===== config.mk =====
export PLATFORM = sky130hd
export DESIGN_NAME = ilv_mem_reader
export DESIGN_NICKNAME = d
export VERILOG_FILES = /design/src/rtl/ilv_pkg.sv /design/src/rtl/ilv_bank.sv /design/src/rtl/ilv_issue.sv /design/src/rtl/ilv_return.sv /design/src/rtl/ilv_mem_reader.sv
export SDC_FILE = /design/constraint.sdc
export NUM_CORES = 2
export LEC_CHECK = 0
export ABC_CLOCK_PERIOD_IN_PS = 8800
export BUFFER_PORTS_ARGS = -buffer_cell sky130_fd_sc_hd__buf_2
export CAP_MARGIN = 25
export CORE_MARGIN = 1.5
export CORE_UTILIZATION = 50
export DETAILED_ROUTE_END_ITERATION = 8
export PLACE_DENSITY = 0.71
export SLEW_MARGIN = 25
export SYNTH_ARGS = -nofsm -noshare
export SYNTH_HDL_FRONTEND = slang
export SYNTH_SLANG_ARGS = --single-unit

===== constraint.sdc =====
create_clock -name clk_i -period 8.8 [get_ports clk_i]
set_input_delay 2.2 -clock clk_i [delete_from_list [all_inputs] [get_ports clk_i]]
set_output_delay 2.2 -clock clk_i [all_outputs]
set_load 0.01 [all_outputs]

===== src/rtl/ilv_pkg.sv =====
package ilv_pkg;

    // Fixed read-only bank contents: a scrambled function of the word address.
    function automatic logic [31:0] ilv_word_value(input logic [31:0] word_addr);
        logic [31:0] prod;
        prod = word_addr * 32'h9E3779B1;
        return prod ^ 32'h3C5A96E1;
    endfunction

endpackage


===== src/rtl/ilv_bank.sv =====
module ilv_bank #(
    parameter int ADDR_W     = 12,
    parameter int DATA_W     = 32,
    parameter int NUM_BANKS  = 8,
    parameter int ACCESS_LAT = 6,
    parameter int BANK_IDX   = 0
) (
    input  logic                                  clk_i,
    input  logic                                  rst_ni,
    input  logic                                  issue_i,
    input  logic [ADDR_W-$clog2(NUM_BANKS)-1:0]   loc_i,
    output logic                                  busy_o,
    output logic                                  done_o,
    output logic [DATA_W-1:0]                     data_o
);
    localparam int BANK_W = $clog2(NUM_BANKS);
    localparam int LOC_W  = ADDR_W - BANK_W;
    localparam int CNT_W  = $clog2(ACCESS_LAT + 1);

    typedef struct packed {
        logic [CNT_W-1:0] cnt;
        logic [LOC_W-1:0] loc;
    } bank_state_t;

    bank_state_t st_d, st_q;
    logic [ADDR_W-1:0] full_addr;
    logic [31:0]       word_val;

    always_comb begin
        st_d = st_q;
        if (st_q.cnt != '0) begin
            st_d.cnt = st_q.cnt - CNT_W'(1);
        end
        if (issue_i) begin
            st_d.cnt = CNT_W'(ACCESS_LAT);
            st_d.loc = loc_i;
        end
    end

    always_ff @(posedge clk_i) begin
        if (!rst_ni) begin
            st_q <= '0;
        end else begin
            st_q <= st_d;
        end
    end

    assign busy_o    = (st_q.cnt != '0);
    assign done_o    = (st_q.cnt == CNT_W'(1));
    assign full_addr = {st_q.loc, BANK_W'(BANK_IDX)};
    assign word_val  = ilv_pkg::ilv_word_value(32'(full_addr));
    assign data_o    = DATA_W'(word_val);

    // a bank never takes an address while its countdown is running
    a_r3_no_issue_when_busy: assert property (@(posedge clk_i) disable iff (!rst_ni)
        issue_i |-> !busy_o);

    // the final countdown cycle frees the bank on the next cycle
    a_r3_free_after_done: assert property (@(posedge clk_i) disable iff (!rst_ni)
        (done_o && !issue_i) |=> !busy_o);

    // an accepted address makes the bank busy on the next cycle
    a_r3_busy_after_issue: assert property (@(posedge clk_i) disable iff (!rst_ni)
        issue_i |=> (busy_o && !done_o));
endmodule


===== src/rtl/ilv_issue.sv =====
module ilv_issue #(
    parameter int ADDR_W      = 12,
    parameter int NUM_BANKS   = 8,
    parameter int BLOCK_WORDS = 4
) (
    input  logic                                  clk_i,
    input  logic                                  rst_ni,
    input  logic                                  start_i,
    input  logic [ADDR_W-1:0]                     base_i,
    input  logic [NUM_BANKS-1:0]                  bank_busy_i,
    output logic [NUM_BANKS-1:0]                  issue_o,
    output logic [ADDR_W-$clog2(NUM_BANKS)-1:0]   loc_o
);
    localparam int BANK_W = $clog2(NUM_BANKS);
    localparam int LOC_W  = ADDR_W - BANK_W;
    localparam int IDX_W  = $clog2(BLOCK_WORDS);

    typedef struct packed {
        logic              run;
        logic [ADDR_W-1:0] base;
        logic [IDX_W-1:0]  idx;
    } issue_state_t;

    issue_state_t      st_d, st_q;
    logic [ADDR_W-1:0] cur_addr;
    logic [BANK_W-1:0] cur_bank;

    assign cur_addr = st_q.base + ADDR_W'(st_q.idx);
    assign cur_bank = cur_addr[BANK_W-1:0];
    assign loc_o    = cur_addr[ADDR_W-1:BANK_W];

    always_comb begin
        st_d    = st_q;
        issue_o = '0;
        if (st_q.run && !bank_busy_i[cur_bank]) begin
            issue_o[cur_bank] = 1'b1;
            st_d.idx          = st_q.idx + IDX_W'(1);
            if (st_q.idx == IDX_W'(BLOCK_WORDS - 1)) begin
                st_d.run = 1'b0;
            end
        end
        if (start_i) begin
            st_d.run  = 1'b1;
            st_d.base = base_i;
            st_d.idx  = '0;
        end
    end

    always_ff @(posedge clk_i) begin
        if (!rst_ni) begin
            st_q <= '0;
        end else begin
            st_q <= st_d;
        end
    end

    // one address sent per cycle at most
    a_r3_one_issue: assert property (@(posedge clk_i) disable iff (!rst_ni)
        $onehot0(issue_o));

    // no address is steered at a bank that reports busy
    a_r3_issue_free_bank: assert property (@(posedge clk_i) disable iff (!rst_ni)
        (issue_o & bank_busy_i) == '0);

    // a new block never starts while the previous one is still being sent
    a_r7_no_overlap: assert property (@(posedge clk_i) disable iff (!rst_ni)
        start_i |-> !st_q.run);
endmodule


===== src/rtl/ilv_return.sv =====
module ilv_return #(
    parameter int DATA_W      = 32,
    parameter int NUM_BANKS   = 8,
    parameter int BLOCK_WORDS = 4
) (
    input  logic                                clk_i,
    input  logic                                rst_ni,
    input  logic                                start_i,
    input  logic [$clog2(NUM_BANKS)-1:0]        start_bank_i,
    input  logic [NUM_BANKS-1:0]                done_i,
    input  logic [NUM_BANKS-1:0][DATA_W-1:0]    data_i,
    output logic                                rsp_valid_o,
    output logic [DATA_W-1:0]                   rsp_data_o,
    output logic                                rsp_last_o,
    output logic                                finish_o
);
    localparam int BANK_W = $clog2(NUM_BANKS);
    localparam int IDX_W  = $clog2(BLOCK_WORDS);

    typedef struct packed {
        logic              valid;
        logic [DATA_W-1:0] data;
        logic              last;
        logic [IDX_W-1:0]  cnt;
        logic [BANK_W-1:0] exp_bank;
    } ret_state_t;

    ret_state_t st_d, st_q;
    logic       hit;
    logic       final_word;

    assign hit        = |done_i;
    assign final_word = (st_q.cnt == IDX_W'(BLOCK_WORDS - 1));
    assign finish_o   = hit && final_word;

    always_comb begin
        st_d       = st_q;
        st_d.valid = hit;
        st_d.last  = hit && final_word;
        if (hit) begin
            st_d.data     = data_i[st_q.exp_bank];
            st_d.cnt      = st_q.cnt + IDX_W'(1);
            st_d.exp_bank = st_q.exp_bank + BANK_W'(1);
        end
        if (start_i) begin
            st_d.cnt      = '0;
            st_d.exp_bank = start_bank_i;
        end
    end

    always_ff @(posedge clk_i) begin
        if (!rst_ni) begin
            st_q <= '0;
        end else begin
            st_q <= st_d;
        end
    end

    assign rsp_valid_o = st_q.valid;
    assign rsp_data_o  = st_q.data;
    assign rsp_last_o  = st_q.last;

    // banks finish one at a time
    a_r4_single_done: assert property (@(posedge clk_i) disable iff (!rst_ni)
        $onehot0(done_i));

    // the finishing bank is always the next one in address order
    a_r4_in_order: assert property (@(posedge clk_i) disable iff (!rst_ni)
        hit |-> done_i[st_q.exp_bank]);

    // the last flag is never presented without a word
    a_r5_last_has_word: assert property (@(posedge clk_i) disable iff (!rst_ni)
        rsp_last_o |-> rsp_valid_o);
endmodule


===== src/rtl/ilv_mem_reader.sv =====
module ilv_mem_reader #(
    parameter int ADDR_W      = 12,
    parameter int DATA_W      = 32,
    parameter int NUM_BANKS   = 8,
    parameter int ACCESS_LAT  = 6,
    parameter int BLOCK_WORDS = 4
) (
    input  logic              clk_i,
    input  logic              rst_ni,
    input  logic              req_valid_i,
    output logic              req_ready_o,
    input  logic [ADDR_W-1:0] req_addr_i,
    output logic              rsp_valid_o,
    output logic [DATA_W-1:0] rsp_data_o,
    output logic              rsp_last_o
);
    localparam int BANK_W = $clog2(NUM_BANKS);
    localparam int LOC_W  = ADDR_W - BANK_W;
    localparam int OFS_W  = $clog2(BLOCK_WORDS);

    logic                             active_d, active_q;
    logic                             accept;
    logic                             finish;
    logic [ADDR_W-1:0]                base_addr;
    logic [NUM_BANKS-1:0]             issue_vec;
    logic [NUM_BANKS-1:0]             busy_vec;
    logic [NUM_BANKS-1:0]             done_vec;
    logic [NUM_BANKS-1:0][DATA_W-1:0] bank_data;
    logic [LOC_W-1:0]                 issue_loc;

    assign req_ready_o = !active_q;
    assign accept      = req_valid_i && req_ready_o;
    assign base_addr   = {req_addr_i[ADDR_W-1:OFS_W], OFS_W'(0)};

    always_comb begin
        active_d = active_q;
        if (accept) begin
            active_d = 1'b1;
        end else if (finish) begin
            active_d = 1'b0;
        end
    end

    always_ff @(posedge clk_i) begin
        if (!rst_ni) begin
            active_q <= 1'b0;
        end else begin
            active_q <= active_d;
        end
    end

    ilv_issue #(
        .ADDR_W      (ADDR_W),
        .NUM_BANKS   (NUM_BANKS),
        .BLOCK_WORDS (BLOCK_WORDS)
    ) issue_i (
        .clk_i       (clk_i),
        .rst_ni      (rst_ni),
        .start_i     (accept),
        .base_i      (base_addr),
        .bank_busy_i (busy_vec),
        .issue_o     (issue_vec),
        .loc_o       (issue_loc)
    );

    for (genvar b = 0; b < NUM_BANKS; b++) begin : g_bank
        ilv_bank #(
            .ADDR_W     (ADDR_W),
            .DATA_W     (DATA_W),
            .NUM_BANKS  (NUM_BANKS),
            .ACCESS_LAT (ACCESS_LAT),
            .BANK_IDX   (b)
        ) bank_i (
            .clk_i   (clk_i),
            .rst_ni  (rst_ni),
            .issue_i (issue_vec[b]),
            .loc_i   (issue_loc),
            .busy_o  (busy_vec[b]),
            .done_o  (done_vec[b]),
            .data_o  (bank_data[b])
        );
    end

    ilv_return #(
        .DATA_W      (DATA_W),
        .NUM_BANKS   (NUM_BANKS),
        .BLOCK_WORDS (BLOCK_WORDS)
    ) return_i (
        .clk_i        (clk_i),
        .rst_ni       (rst_ni),
        .start_i      (accept),
        .start_bank_i (base_addr[BANK_W-1:0]),
        .done_i       (done_vec),
        .data_i       (bank_data),
        .rsp_valid_o  (rsp_valid_o),
        .rsp_data_o   (rsp_data_o),
        .rsp_last_o   (rsp_last_o),
        .finish_o     (finish)
    );

    // no request is taken while a block is still being returned
    a_r7_busy_blocks_req: assert property (@(posedge clk_i) disable iff (!rst_ni)
        (rsp_valid_o && !rsp_last_o) |-> !req_ready_o);

    // ready drops right after an acceptance
    a_r7_ready_drops: assert property (@(posedge clk_i) disable iff (!rst_ni)
        accept |=> !req_ready_o);

    // outputs are idle straight after reset
    a_r1_reset_idle: assert property (@(posedge clk_i)
        !rst_ni |=> (!rsp_valid_o && req_ready_o));
endmodule


; Word-level counts from Yosys, hierarchy flattened
; Cells that the tools add are included.
[classes]
reduce_logical = 37
addsub = 12
order_cmp = 3
mux = 31
n_mul = 8
n_eq_ne = 10
n_bitwise = 9
[ops]
columns = operator, count
row1 = $mul 12x32->32 const B, 4
row2 = $not 16->16, 8
row3 = $bmux 32 s3, 1
row4 = $mux 12, 8
row5 = $mul 11x32->31 const B, 2
row6 = $mul 10x32->30 const B, 1
row7 = $mul 9x32->29 const B, 1
row8 = $mux 32, 1
row9 = $mux 3, 10
row10 = $eq 3x1->1 const B, 8
row11 = $reduce_bool 2->1, 12
row12 = $reduce_bool 3->1, 8
row13 = $sub 3x1->3 const B, 8
row14 = $reduce_or 2->1, 9
row15 = $mux 15, 1
row16 = $add 12x2->12, 1
row17 = $lt 3x4->1 const B, 2
row18 = $mux 8, 1
row19 = $reduce_or 8->1, 1
row20 = $mux 1, 6
row21 = $add 2x1->2 const B, 2
row22 = $eq 2x2->1 const B, 2
row23 = $logic_and 1x1->1, 4
row24 = $add 3x1->3 const B, 1
row25 = 7 further kinds, 8
[word_totals]
output_inout_bits = 35
wordCells = 144
inputBits = 15
register_bits = 149

; Logic depth before layout (Yosys ltp)
[depth]
ltp_word = 7
mapped_depth = 23
mapped_depth_nobuf = 22

; Modules after synthesis
; Synthesis repeated with hierarchy kept, for this count alone.
[unflattened]
hier_cells = 4332
hier_area_um2 = 39884.5
[modules_own_cells]
columns = mod, area_per_inst_um2, instances, seq_area_each_um2, cells_each
row1 = ilv_bank at g_bank[7].bank_i, 4737.0, 1, 240.2, 535
row2 = ilv_bank at g_bank[2].bank_i, 4639.4, 1, 240.2, 509
row3 = ilv_bank at g_bank[1].bank_i, 4636.9, 1, 240.2, 524
row4 = ilv_bank at g_bank[4].bank_i, 4421.7, 1, 240.2, 494
row5 = ilv_bank at g_bank[5].bank_i, 4371.7, 1, 240.2, 472
row6 = ilv_bank at g_bank[6].bank_i, 4351.7, 1, 240.2, 465
row7 = ilv_bank at g_bank[3].bank_i, 4347.9, 1, 240.2, 473
row8 = ilv_bank at g_bank[0].bank_i, 4102.7, 1, 240.2, 469
row9 = ilv_return, 3271.9, 1, 780.7, 285
row10 = ilv_issue, 955.9, 1, 300.3, 100
row11 = ilv_mem_reader, 47.5, 1, 20.0, 6

; Least setup slack after synthesis
; No wires, ideal clock.
[synth_timing]
kind = register -> register
startpoint = reg g_bank[7].bank_i.st_q (netlist bit g_bank[7].bank_i.full_addr[6])
endpoint = reg return_i.st_q (netlist bit return_i.rsp_data_o[30])
path_buffers = 0
setup_time_ns = 0.130
t_required_ns = 8.670
arrival_time_ns = 5.172
setup_slack_ns = 3.499
stages_incl_launch_ff = 22
period_less_slack_ns = 5.301
cell_sequence = dfxtp_1 > inv_1 > fa_1 > inv_1 > ha_1 > or2_2 > fa_1 > fa_1 > inv_1 > fa_1 > inv_1 > ha_1 > and2_1 > nand3_1 > o221ai_1 > a21oi_1 > o311ai_1 > a2111o_1 > a21oi_1 > nor3_1 > o211ai_1 > o211ai_1
[synth_between]
elab_chain_cells = 3
[synth_rtl]
columns = item, line_no
row1 = from (decl), ilv_bank.sv:25  ; bank_state_t st_d, st_q;
row2 = from (signal assigned), ilv_bank.sv:44  ; st_q <= st_d;
row3 = $mul 12x32->32, ilv_pkg.sv:6  ; prod = word_addr * 32'h9E3779B1;
row4 = $bmux 32 s3, ilv_return.sv:41  ; st_d.data = data_i[st_q.exp_bank];
row5 = $mux 32 (implied by the code), ilv_return.sv:41
row6 = to (signal assigned), ilv_return.sv:55  ; st_q <= st_d;
row7 = to (decl), ilv_return.sv:28  ; ret_state_t st_d, st_q;
; No other way between the ends. The select of a mux whose other input is x is not followed.
; A chain may end at the register's enable or synchronous reset.

; Worst setup path in the final report
[layout_timing]
startpoint = reg g_bank[7].bank_i.st_q (netlist bit g_bank[7].bank_i.full_addr[3])
endpoint = reg return_i.st_q (netlist bit return_i.rsp_data_o[27])
[layout_between]
elab_chain_cells = 4
[layout_rtl]
columns = item, line_no
row1 = $mul 12x32->32, ilv_pkg.sv:6
row2 = $not 16->16 (no line), n/a
row3 = $bmux 32 s3, ilv_return.sv:41
row4 = $mux 32 (implied by the code), ilv_return.sv:41
; No other way between the ends. The select of a mux whose other input is x is not followed.

==> impl_metrics.toml <==
[outcome]
status = "completed"

[placed_design]
place_congestion = 1.02
dpl_cell_area_mm2 = 0.0388
port_buffers = 47
hpwl_um = 89300

[timing]
setup_viol = 0
fin_setup_tns_ns = 0
period_share = 0.733
fin_skew_ns = 0.0201
tightest_slew_ns = 1.07
hold_violations = 0
rsz0062_at_grt = "false"
maxSlewHeadroom = 0.285
layout_min_cycle_time_ns = 6.45
clock.fmax_mhz = 155
slew_viol_final = 0

[setup_path]
crit_required_ns = 9.17
cp.buffers_inverters = 4
critPathLaunchType = "register"
cp_max_fo = 9
cpPeakStageDelay_ns = 0.71
arrival_ns = 6.83
crit_family = "adder cells"
cp_cell_sequence = "ha_1 > inv_1 > fa_1 > inv_1 > fa_1 > fa_1 > inv_1 > fa_1 > inv_1 > ha_1 > a21oi_1 > o21ai_0 > a21oi_1 > nor3_1 > nor3_1 > o21bai_1 > xor2_1 > mux2i_1 > a211oi_1 > a211oi_1"
endpoint_kind = "register"
cpMaxStageDelayCell = "dfxtp_1"
path_class = "reg2reg"

[hold_path]
hold_path.class = "reg2reg"

[pwr]
ir_drop_mv = 0.352
powerDensity_mw_per_mm2 = 86.7
power_leakage_nw = 20.9

[clocking]
path_clk_slew_ns = 0.09
cts_root_buf = "clkbuf_16"
cts_buffer_depth = 2
clock-sinks = 149
cts_inserted_buffers = 17
tritoncts = "built"
holdBufCountCts = 0
htreeDepth = 4
clk_latency_ns = 0.51
post_cts_resized = 0
post-cts-setup-buffers = 0

[final_layout]
post-route-cell-area_mm2 = 0.0395
final_common_cell = "inv_1"
fin_nets = 5388
drive_above_1_share = 0.0411
fill_cells = 6798
syn_to_final_growth_pct = 4.43
final_cell_mix = "1084 x inv_1, 639 x ha_1, 558 x fa_1"

[global_route]
use_met1 = 0.376
grt_pass1_wl_um = 166000
grtUsageMet2 = 0.436
grt_max_degree = 70
globalRouteOverflowTotal = 0
grt_use_total = 0.281
grt_pass1_vias = 28900
antenna_found_initial = 3
use_met3 = 0.0651
grt.busiest_layer = "met2"

[routing]
ant_nets = 0
initialDrtViolationCount = 2513
drc = 0
finalWirelength_um = 106000
num_vias = 29000
dr.pass1.iters = 7
wire_per_inst_um = 20.5
via_per_inst = 5.62

[synthesis]
yosysSeqAreaShare = 0.0789
synth_area_mm2 = 0.0378
ys_types = 87
yosys_warnings = 0
syn_area_per_cell_um2 = 8.99
async_reset_ff_frac = 0
ys_ff_latch = 149
postSynthCellCount = 4205
synth_edf_count = 0
ys.flop_type = "dfxtp_1"
synth_fp_nets = 5417

[flow_run]
max_cap_violations = 0

[floorplan]
num_rows = 100
die-height_um = 278
boundaryPins = 50
start_util = 0.507
dieArea_mm2 = 0.0773
core_mm2 = 0.0746
die_w_um = 278
[worst reg2reg max path: stages, from the launching register on]
cell and delay, ns:
dfxtp_1 0.71, ha_1 0.49, inv_1 0.16, fa_1 0.56, inv_1 0.05, fa_1 0.49
fa_1 0.55, inv_1 0.06, fa_1 0.54, inv_1 0.04, ha_1 0.32, a21oi_1 0.19
o21ai_0 0.18, a21oi_1 0.42, nor3_1 0.12, nor3_1 0.39, o21bai_1 0.14, xor2_1 0.16
mux2i_1 0.11, a211oi_1 0.55, a211oi_1 0.10
[layer usage]
layer	vias to the layer above	wire length [um]
met5	-	0
met4	0	4930
met3	205	9390
met2	1110	47300
met1	14300	44100
li1	13400	-
[metrics by stage]
stage	std cells	hold WS, ns	power, mW	worst slack, ns	utilization
global placement	5125	0.439	2.51	2.52	0.521
detailed placement	5126	0.443	2.53	2.48	0.521
CTS	5158	0.454	3.34	2.47	0.529
finish	5159	0.449	3.42	2.35	0.529
global route	5158	0.464	3.54	2.10	0.529
floorplan	4205	0.432	2.01	3.50	-
[cells by family (layout without fill, tap and decap cells)]
group / after synthesis / after routing / synth area share
other cells: 0 / 1 / 0
compound gates: 656 / 656 / 0.114
fa+ha+maj: 1197 / 1197 / 0.507
simple gates: 646 / 646 / 0.0810
mux: 114 / 114 / 0.0399
buf+inv: 1198 / 1182 / 0.123
flops: 149 / 149 / 0.0789
xor+xnor: 245 / 245 / 0.0568
[synth_stat cells (all sizes together) (6+ instances only)]
library cell     n  area, um^2
o21bai          25         188
a31oi           35         219
nor2           201         754
nand2b          25         156
a21oi          190         955
or3             19         121
fa             558       11200
nand2          177         664
inv           1085        4070
mux4            29         653
nor2b           11        68.8
nand3b           7        52.6
o21a            31         233
o22ai           12        75.1
a311oi           9        78.8
clkbuf          62         233
or4              9        71.3
o211ai          28         210
a21o            63         473
o31ai           12        90.1
a21boi           6        48.8
xor2            90         788
nand3           42         210
a2111oi         10         125
buf             49         327
nand4           16         100
and3            19         119
nor3b            8        60.1
or2             26         163
nor4             7        43.8
a211o            8        70.1
xnor2          155        1360
nor3            56         280
o2111ai          8        70.1
and4             7        61.3
mux2i           81         811
a211oi          37         288
dfxtp          149        2980
o21ai          127         639
a22oi            6        45.0
o311ai           6        52.6
and2             8        50.1
ha             639        8000
[report_power, final]
| group | total [mW] | leakage [nW] | switching (mW) | internal [mW] |
|---|---|---|---|---|
| sequential | 0.912 | 1.21 | 0.135 | 0.778 |
| clock | 0.812 | 0.301 | 0.401 | 0.411 |
| combinational | 1.70 | 19.3 | 1.11 | 0.586 |
[path summary, 6_finish.rpt]
path	start	endpoint	slack, ns	cells past startpoint
worst min register to register	return_i.rsp_data_o[5]$_SDFFE_PN0P_	return_i.rsp_data_o[5]$_SDFFE_PN0P_	0.45	2
worst min-delay path	return_i.rsp_data_o[5]$_SDFFE_PN0P_	return_i.rsp_data_o[5]$_SDFFE_PN0P_	0.45	2
worst max register to register	g_bank[7].bank_i.full_addr[3]$_SDFFE_PN0P_	return_i.rsp_data_o[27]$_SDFFE_PN0P_	2.35	20
worst max-delay path	g_bank[7].bank_i.full_addr[3]$_SDFFE_PN0P_	return_i.rsp_data_o[27]$_SDFFE_PN0P_	2.35	20
[flip-flops by register name, summed over array words and instances, names as in the netlist]
name,cells
return_i.rsp_valid_o,1
g_bank.bank_i.st_q,24
return_i.st_q,5
g_bank.bank_i.full_addr,72
issue_i.st_q,13
return_i.rsp_data_o,32
active_q,1
return_i.rsp_last_o,1
[cell type report]
| cell class | count | area, um^2 | area share |
|---|---|---|---|
| Timing Repair Buffer | 63 | 363 | 0.00919 |
| Inverter | 1087 | 4080 | 0.103 |
| Clock inverter | 15 | 204 | 0.00517 |
| Antenna cell | 1 | 2.50 | 0.0000634 |
| Sequential cell | 149 | 2990 | 0.0757 |
| Multi-Input combinational cell | 2858 | 30200 | 0.765 |
| Clock buffer | 17 | 425 | 0.0108 |
| Tap cell | 969 | 1210 | 0.0307 |
(Power assumes the default switching activity.)
